### src/rtl/fifo_irq_pkg.sv
package fifo_irq_pkg;

    localparam int DEF_DEPTH = 64;
    localparam int DEF_REG_W = 32;
    localparam int NUM_SRC   = 3;

    // Source indices into the flag vector
    localparam int SRC_RXF  = 0;
    localparam int SRC_TXE  = 1;
    localparam int SRC_DONE = 2;

    // Bit offsets of the count fields inside the packed FIFO word
    localparam int RX_CNT_LSB = 0;
    localparam int TX_CNT_LSB = 16;

    typedef struct packed {
        logic done;
        logic tx_low;
        logic rx_high;
    } evt_t;

    // Register bit position of each interrupt source
    function automatic int src_pos(input int idx);
        case (idx)
            SRC_RXF: return 4;
            SRC_TXE: return 12;
            default: return 16;
        endcase
    endfunction

    function automatic logic [DEF_REG_W-1:0] src_mask();
        logic [DEF_REG_W-1:0] m;
        m = '0;
        for (int i = 0; i < NUM_SRC; i++) m[src_pos(i)] = 1'b1;
        return m;
    endfunction

endpackage

### src/rtl/fifo_irq_thresh.sv
module fifo_irq_thresh
    import fifo_irq_pkg::*;
#(
    parameter int DEPTH = DEF_DEPTH,
    parameter int CNT_W = $clog2(DEPTH + 1)
) (
    input  logic [CNT_W-1:0] rx_level,
    input  logic [CNT_W-1:0] tx_level,
    input  logic             done_pulse,
    output evt_t             evt
);

    localparam int RX_HI = (DEPTH * 3) / 4;
    localparam int TX_LO = DEPTH / 4;

    always_comb begin
        evt.rx_high = (rx_level >= CNT_W'(RX_HI));
        evt.tx_low  = (tx_level <= CNT_W'(TX_LO));
        evt.done    = done_pulse;
    end

endmodule

### src/rtl/fifo_irq_flags.sv
module fifo_irq_flags
    import fifo_irq_pkg::*;
#(
    parameter int REG_W = DEF_REG_W,
    parameter int NSRC  = NUM_SRC
) (
    input  logic             clk,
    input  logic             rst,
    input  logic [NSRC-1:0]  set_i,
    input  logic             clr_we,
    input  logic [REG_W-1:0] clr_data,
    output logic [NSRC-1:0]  flag_q
);

    for (genvar i = 0; i < NSRC; i++) begin : g_flag
        localparam int POS = src_pos(i);
        logic clr_hit;

        assign clr_hit = clr_we & clr_data[POS];

        // A new set event wins over a clear in the same cycle
        always_ff @(posedge clk) begin
            if (rst) flag_q[i] <= 1'b0;
            else     flag_q[i] <= set_i[i] | (flag_q[i] & ~clr_hit);
        end


        set_wins_chk: assert property (@(posedge clk) disable iff (rst)
            set_i[i] |=> flag_q[i]);


        clr_takes_chk: assert property (@(posedge clk) disable iff (rst)
            (clr_hit && !set_i[i]) |=> !flag_q[i]);
    end

endmodule

### src/rtl/fifo_irq_mask.sv
module fifo_irq_mask
    import fifo_irq_pkg::*;
#(
    parameter int REG_W = DEF_REG_W,
    parameter int NSRC  = NUM_SRC
) (
    input  logic             clk,
    input  logic             rst,
    input  logic             en_we,
    input  logic [REG_W-1:0] en_wdata,
    input  logic [NSRC-1:0]  flags,
    output logic [NSRC-1:0]  en_q,
    output logic             irq_o
);

    logic [NSRC-1:0] en_bits;

    for (genvar i = 0; i < NSRC; i++) begin : g_en
        localparam int POS = src_pos(i);
        assign en_bits[i] = en_wdata[POS];
    end

    always_ff @(posedge clk) begin
        if (rst)        en_q <= '0;
        else if (en_we) en_q <= en_bits;
    end

    assign irq_o = |(flags & en_q);


    en_hold_chk: assert property (@(posedge clk) disable iff (rst)
        !en_we |=> $stable(en_q));


    irq_needs_en_chk: assert property (@(posedge clk) disable iff (rst)
        (en_q == '0) |-> !irq_o);

endmodule

### src/rtl/fifo_irq_ctrl.sv
module fifo_irq_ctrl
    import fifo_irq_pkg::*;
#(
    parameter int DEPTH = DEF_DEPTH,
    parameter int REG_W = DEF_REG_W,
    parameter int CNT_W = $clog2(DEPTH + 1)
) (
    input  logic             clk,
    input  logic             rst,
    input  logic [CNT_W-1:0] rx_level,
    input  logic [CNT_W-1:0] tx_level,
    input  logic             xfer_done,
    input  logic             sts_clr_we,
    input  logic [REG_W-1:0] sts_clr_data,
    input  logic             en_we,
    input  logic [REG_W-1:0] en_wdata,
    output logic [REG_W-1:0] status_o,
    output logic [REG_W-1:0] enable_o,
    output logic             irq_o,
    output logic [REG_W-1:0] fifo_word_o
);

    localparam int RX_HI = (DEPTH * 3) / 4;
    localparam logic [REG_W-1:0] SRC_MASK = src_mask();

    evt_t               evt;
    logic [NUM_SRC-1:0] flag_q;
    logic [NUM_SRC-1:0] en_q;
    logic               unused_wbits;

    assign unused_wbits = ^{sts_clr_data & ~SRC_MASK, en_wdata & ~SRC_MASK};

    fifo_irq_thresh #(.DEPTH(DEPTH), .CNT_W(CNT_W)) u_thresh (
        .rx_level  (rx_level),
        .tx_level  (tx_level),
        .done_pulse(xfer_done),
        .evt       (evt)
    );

    fifo_irq_flags #(.REG_W(REG_W), .NSRC(NUM_SRC)) u_flags (
        .clk     (clk),
        .rst     (rst),
        .set_i   (evt),
        .clr_we  (sts_clr_we),
        .clr_data(sts_clr_data),
        .flag_q  (flag_q)
    );

    fifo_irq_mask #(.REG_W(REG_W), .NSRC(NUM_SRC)) u_mask (
        .clk     (clk),
        .rst     (rst),
        .en_we   (en_we),
        .en_wdata(en_wdata),
        .flags   (flag_q),
        .en_q    (en_q),
        .irq_o   (irq_o)
    );

    // Spread the compact flag and enable vectors to their register positions
    always_comb begin
        status_o = '0;
        enable_o = '0;
        for (int i = 0; i < NUM_SRC; i++) begin
            status_o[src_pos(i)] = flag_q[i];
            enable_o[src_pos(i)] = en_q[i];
        end
    end

    always_comb begin
        fifo_word_o = '0;
        fifo_word_o[RX_CNT_LSB +: CNT_W] = rx_level;
        fifo_word_o[TX_CNT_LSB +: CNT_W] = tx_level;
    end


    rx_high_sets_chk: assert property (@(posedge clk) disable iff (rst)
        (rx_level >= CNT_W'(RX_HI)) |=> status_o[src_pos(SRC_RXF)]);


    done_sets_chk: assert property (@(posedge clk) disable iff (rst)
        xfer_done |=> status_o[src_pos(SRC_DONE)]);


    irq_needs_flag_chk: assert property (@(posedge clk) disable iff (rst)
        (status_o == '0) |-> !irq_o);


    reserved_zero_chk: assert property (@(posedge clk) disable iff (rst)
        (status_o & ~SRC_MASK) == '0);

endmodule

### config.mk
export PLATFORM = sky130hd
export DESIGN_NAME = fifo_irq_ctrl
export DESIGN_NICKNAME = d
export VERILOG_FILES = /design/src/rtl/fifo_irq_pkg.sv /design/src/rtl/fifo_irq_thresh.sv /design/src/rtl/fifo_irq_flags.sv /design/src/rtl/fifo_irq_mask.sv /design/src/rtl/fifo_irq_ctrl.sv
export SDC_FILE = /design/constraint.sdc
export NUM_CORES = 1
export LEC_CHECK = 0
export CELL_PAD_IN_SITES_DETAIL_PLACEMENT = 1
export CELL_PAD_IN_SITES_GLOBAL_PLACEMENT = 1
export CORE_ASPECT_RATIO = 0.9
export CORE_UTILIZATION = 11
export CTS_BUF_LIST = sky130_fd_sc_hd__clkbuf_4 sky130_fd_sc_hd__clkbuf_8 sky130_fd_sc_hd__clkbuf_16
export CTS_CLUSTER_DIAMETER = 60
export DETAILED_ROUTE_END_ITERATION = 10
export HOLD_SLACK_MARGIN = 0.02
export PLACE_DENSITY_LB_ADDON = 0.1
export SETUP_SLACK_MARGIN = 0.15
export SLEW_MARGIN = 20
export SYNTH_ARGS = -nofsm -noshare
export SYNTH_HDL_FRONTEND = slang
export SYNTH_SLANG_ARGS = --single-unit
### constraint.sdc
create_clock -name clk -period 1 [get_ports clk]
set_input_delay 0.2 -clock clk [delete_from_list [all_inputs] [get_ports clk]]
set_output_delay 0.2 -clock clk [all_outputs]
set_load 0.01 [all_outputs]
# After elaboration in Yosys (flattened, before gate mapping)
# Index checks and enable logic that the tools add are counted.
[classes] shift=0 mul=0 addsub=0 n_div=0 reduce_logical=1 n_bitwise=13 eq_ne=0 order_cmp=2 muxes=0
[op_table] cell="$ge 7x6->1 const B" count=1
[op_table] cell="$le 7x5->1 const B" count=1
[op_table] cell="$and 1x1->1" count=6
[op_table] cell="$and 3x3->3" count=1
[op_table] cell="$not 1->1" count=3
[op_table] cell="$or 1x1->1" count=3
[op_table] cell="$reduce_or 3->1" count=1
[totals] elab_cells=20 inputBits=83 mem_count=0 latchBits=0 ram_bits=0 rom_bits=0 register_bits=6

# Depth between registers and ports, before layout
[logic_depth] ltp_word=4 depth_mapped=2 mapped_depth_nobuf=2

# By module
# From an unflattened synthesis, not the netlist that was laid out.
[hier_totals] hier_cells=118 area_unflattened_um2=938.4
[by_module_without_submodules] module="fifo_irq_ctrl" cells_each=91 n_inst=1 seq_area_each_um2=0.0 area_each_um2=679.4
[by_module_without_submodules] module="fifo_irq_mask" cells_each=11 n_inst=1 seq_area_each_um2=60.1 area_each_um2=115.1
[by_module_without_submodules] module="fifo_irq_flags" cells_each=12 n_inst=1 seq_area_each_um2=60.1 area_each_um2=108.9
[by_module_without_submodules] module="fifo_irq_thresh" cells_each=4 n_inst=1 seq_area_each_um2=0.0 area_each_um2=35.0

# Worst setup path after synthesis
# Ideal clock, no wire load.
[synth_timing] path_kind="register to output" start="reg u_flags.flag_q[1]" end="out irq_o" t_required_ps=800 slack_ps=40 t_arrival_ps=760 path_stages_with_launch=3 cell_sequence="dfxtp_1 a222oi_1 inv_1"
[synth_between] elab_chain_len=2
[synth_rtl] item="from (decl)" line_no="fifo_irq_flags.sv:12" source="output logic [NSRC-1:0] flag_q"
[synth_rtl] item="from (signal, indexed assignment)" line_no="fifo_irq_flags.sv:24" source="else flag_q[i] <= set_i[i] | (flag_q[i] & ~clr_hit);"
[synth_rtl] item="$and 3x3->3" line_no="fifo_irq_mask.sv:28" source="assign irq_o = |(flags & en_q);"
[synth_rtl] item="$reduce_or 3->1" line_no="fifo_irq_mask.sv:28"
[synth_rtl] item="to (decl)" line_no="fifo_irq_ctrl.sv:19" source="output logic irq_o,"
# No other way between the ends.

# Worst setup path in the final report
[layout_timing] start="reg u_mask.en_q[1]" end="out irq_o"
[layout_between] elab_chain_len=2
[layout_rtl] item="from (decl)" line_no="fifo_irq_mask.sv:12" source="output logic [NSRC-1:0] en_q,"
[layout_rtl] item="from (signal assigned)" line_no="fifo_irq_mask.sv:25" source="else if (en_we) en_q <= en_bits;"
[layout_rtl] item="$and 3x3->3" line_no="fifo_irq_mask.sv:28"
[layout_rtl] item="$reduce_or 3->1" line_no="fifo_irq_mask.sv:28"
# No other way between the ends.

==> impl_metrics.json <==
{
  "synth_mux_area_share_pct": 3.23,
  "synth_top_family_by_area": "buffers and inverters",
  "cp_slowest_cell": "dfxtp_2",
  "clockBufferDepth": 2,
  "hold_violations": 0,
  "clk_root_buffer_cell": "clkbuf_8",
  "synthAdderAreaFrac_pct": 0,
  "grt_pass1_vias": 506,
  "via_count": 618,
  "cts_sinks": 6,
  "rows": 31,
  "cellLeakagePower_nw": 0.654,
  "synth_area_um2": 928,
  "hpwlAfterDp_um": 1770,
  "antennaDiodeCount": 0,
  "regArea_um2": 128,
  "worst-r2r-setup-slack_ps": 160,
  "drt-wirelength-per-cell_um": 7.50,
  "synth_cells": 115,
  "ys_types": 15,
  "setup_viol": 2,
  "grt_setup_unrepaired": "true",
  "period_needed_ps": 1260,
  "drive_above_1_share_pct": 29.9,
  "synth_seq_area_share_pct": 12.9,
  "ys_ff_latch": 6,
  "finalNetCount": 242,
  "grt_start_max_net_pins": 5,
  "cp_max_fo": 2,
  "detail_route.first_pass.iterations": 4,
  "portBuffers": 37,
  "ys_warn_count": 0,
  "overflow": 0,
  "synth-simple-area-share_pct": 2.16,
  "fin_hold_ws_ps": 400,
  "synth-xor-area-share_pct": 0,
  "setup_slack_ps": -257,
  "detail_route.iter0.violations": 6,
  "fin_tns_setup_ps": -324,
  "fp.dieW_um": 98.8,
  "regToRegStartpoint": "u_flags.flag_q[2]",
  "final_max_slew_viol_count": 0,
  "reg2reg_to": "u_flags.flag_q[2]",
  "vias_per_cell": 2.41,
  "wirelength_um": 1920,
  "fin_crit_sh_pct": 126,
  "clk_latency_ps": 220,
  "ctsHtreeMaxLevel": 1,
  "route.detailed.drc": 0,
  "power_mw": 1.02,
  "layout-area-overhead-vs-synth_pct": 27.0,
  "cp_slowest_stage_delay_ps": 310,
  "multi_input_area_um2": 422,
  "die_area_um2": 8810,
  "ios": 180,
  "critPathArrivalTime_ps": 1060,
  "hp-class": "primary input to output port",
  "start_util_pct": 11.5,
  "crit_type": "register to output port",
  "violations": "setup timing",
  "drv_cap": 0,
  "nFillCells": 969,
  "powerDensity_nw_per_um2": 869,
  "synth_compound_area_share_pct": 7.68,
  "min_to": "fifo_word_o[0]",
  "postRouteAntennaNets": 0,
  "hold_path_depth": 0,
  "fp.dieH_um": 89.2,
  "path_clk_slew_ps": 40,
  "crit_path_start_kind": "register",
  "vdd_ir_drop_max_uv": 235,
  "numCtsBuffers": 3,
  "clock_skew_ps": 0,
  "track_usage_pct": 3.83,
  "crit_chain": "a222oi_1 > inv_1 > buf_2",
  "worstRegToRegCells": 3,
  "max_freq_mhz": 796,
  "grt_pass1_wl_um": 2470,
  "place.gp.congestion": 0.651,
  "postCtsHoldBufs": 0,
  "end_kind": "output port",
  "status": "finished, violations left",
  "antenna_found_initial": 0,
  "hp-start": "rx_level[0]",
  "design.core.area_um2": 8110,
  "syn_area_per_cell_um2": 8.07,
  "cts_tree": "done",
  "crit_required_ps": 800
}
-- power breakdown --
group / switching (mW) / internal (mW)
combinational: 0.226 / 0.169
clock: 0.101 / 0.258
sequential: 0.0109 / 0.259
total: 0.337 / 0.687
-- through the flow --
step | worst slack (ps) | cells | area [um^2] | util (%)
final | -257 | 256 | 1180 | 14.5
after floorplan | 55.7 | 190 | 1210 | -
after global routing | -338 | 256 | 1180 | 14.5
after CTS | -286 | 255 | 1160 | 14.4
after global placement | -448 | 252 | 1150 | 14.2
after detailed placement | -462 | 252 | 1150 | 14.2
-- routing by layer --
layer | vias up | track usage [%] | share of wire [%]
met3 | 0 | 1.72 | 12
met1 | 275 | 3.91 | 33
li1 | 280 | - | -
met5 | - | 0 | 0
met4 | 0 | 1.22 | 0
met2 | 63 | 7.12 | 54
-- cells in the final DEF, fill, tap and decap left out, drive strengths merged, types with 2 or more instances in the layout --
| master | count |
|---|---|
| a21oi | 2 |
| buf | 35 |
| clkbuf | 3 |
| clkdlybuf4s50 | 6 |
| conb | 76 |
| dfxtp | 6 |
| dlygate4sd2 | 12 |
| inv | 2 |
| mux2i | 3 |
| nor2 | 3 |
-- registers in the layout (all words and copies together), names as in the netlist --
name and count:
u_flags.flag_q 3, u_mask.en_q 3
-- logic make-up (layout without fill, tap and decap cells) --
group / Yosys count / in the layout
mux: 3 / 3
flops: 6 / 6
buf+inv: 92 / 59
simple gates: 5 / 5
compound gates: 8 / 8
other cells: 1 / 76
-- area by class of cell --
class,instances,share of cell area (%)
clock buffer,3,3.50
inverter,2,0.637
multi-input combinational,92,35.8
sequential,6,10.8
tap,99,10.5
timing repair buffer,54,38.7
-- Yosys cell counts --
library cell	n	area, um^2
dfxtp_1	6	120
nor3_1	1	5.00
nor2_1	3	11.3
mux2i_1	3	30.0
a21oi_1	2	10.0
a21bo_2	1	10.0
buf_4	90	676
o21a_1	1	7.51
inv_1	2	7.51
o41ai_2	1	16.3
conb_1	1	3.75
a21boi_0	1	7.51
nand2_1	1	3.75
a32o_1	1	10.0
a222oi_1	1	10.0
-- how the worst max path moves through the flow --
stage	startpoint	to	depth (start not counted)
finish	u_mask.en_q[1]	irq_o	3
detailed placement	tx_level[2]	fifo_word_o[18]	2
CTS	u_flags.flag_q[1]	irq_o	3
global placement	tx_level[0]	fifo_word_o[16]	2
global route	u_mask.en_q[1]	irq_o	3
floorplan	u_mask.en_q[1]	irq_o	2
-- timing repair --
action,in CTS,in global routing
pin swaps,3,2
endpoints found under the setup margin,23,8
setup buffers,0,1
resized for setup,105,3
-- critical path, delay by kind of cell (launching register included) --
kind,cells,cell delay (ps)
flops,1,310
compound gates,1,310
buf+inv,2,210
No activity file was read; power rests on OpenSTA's default activity.
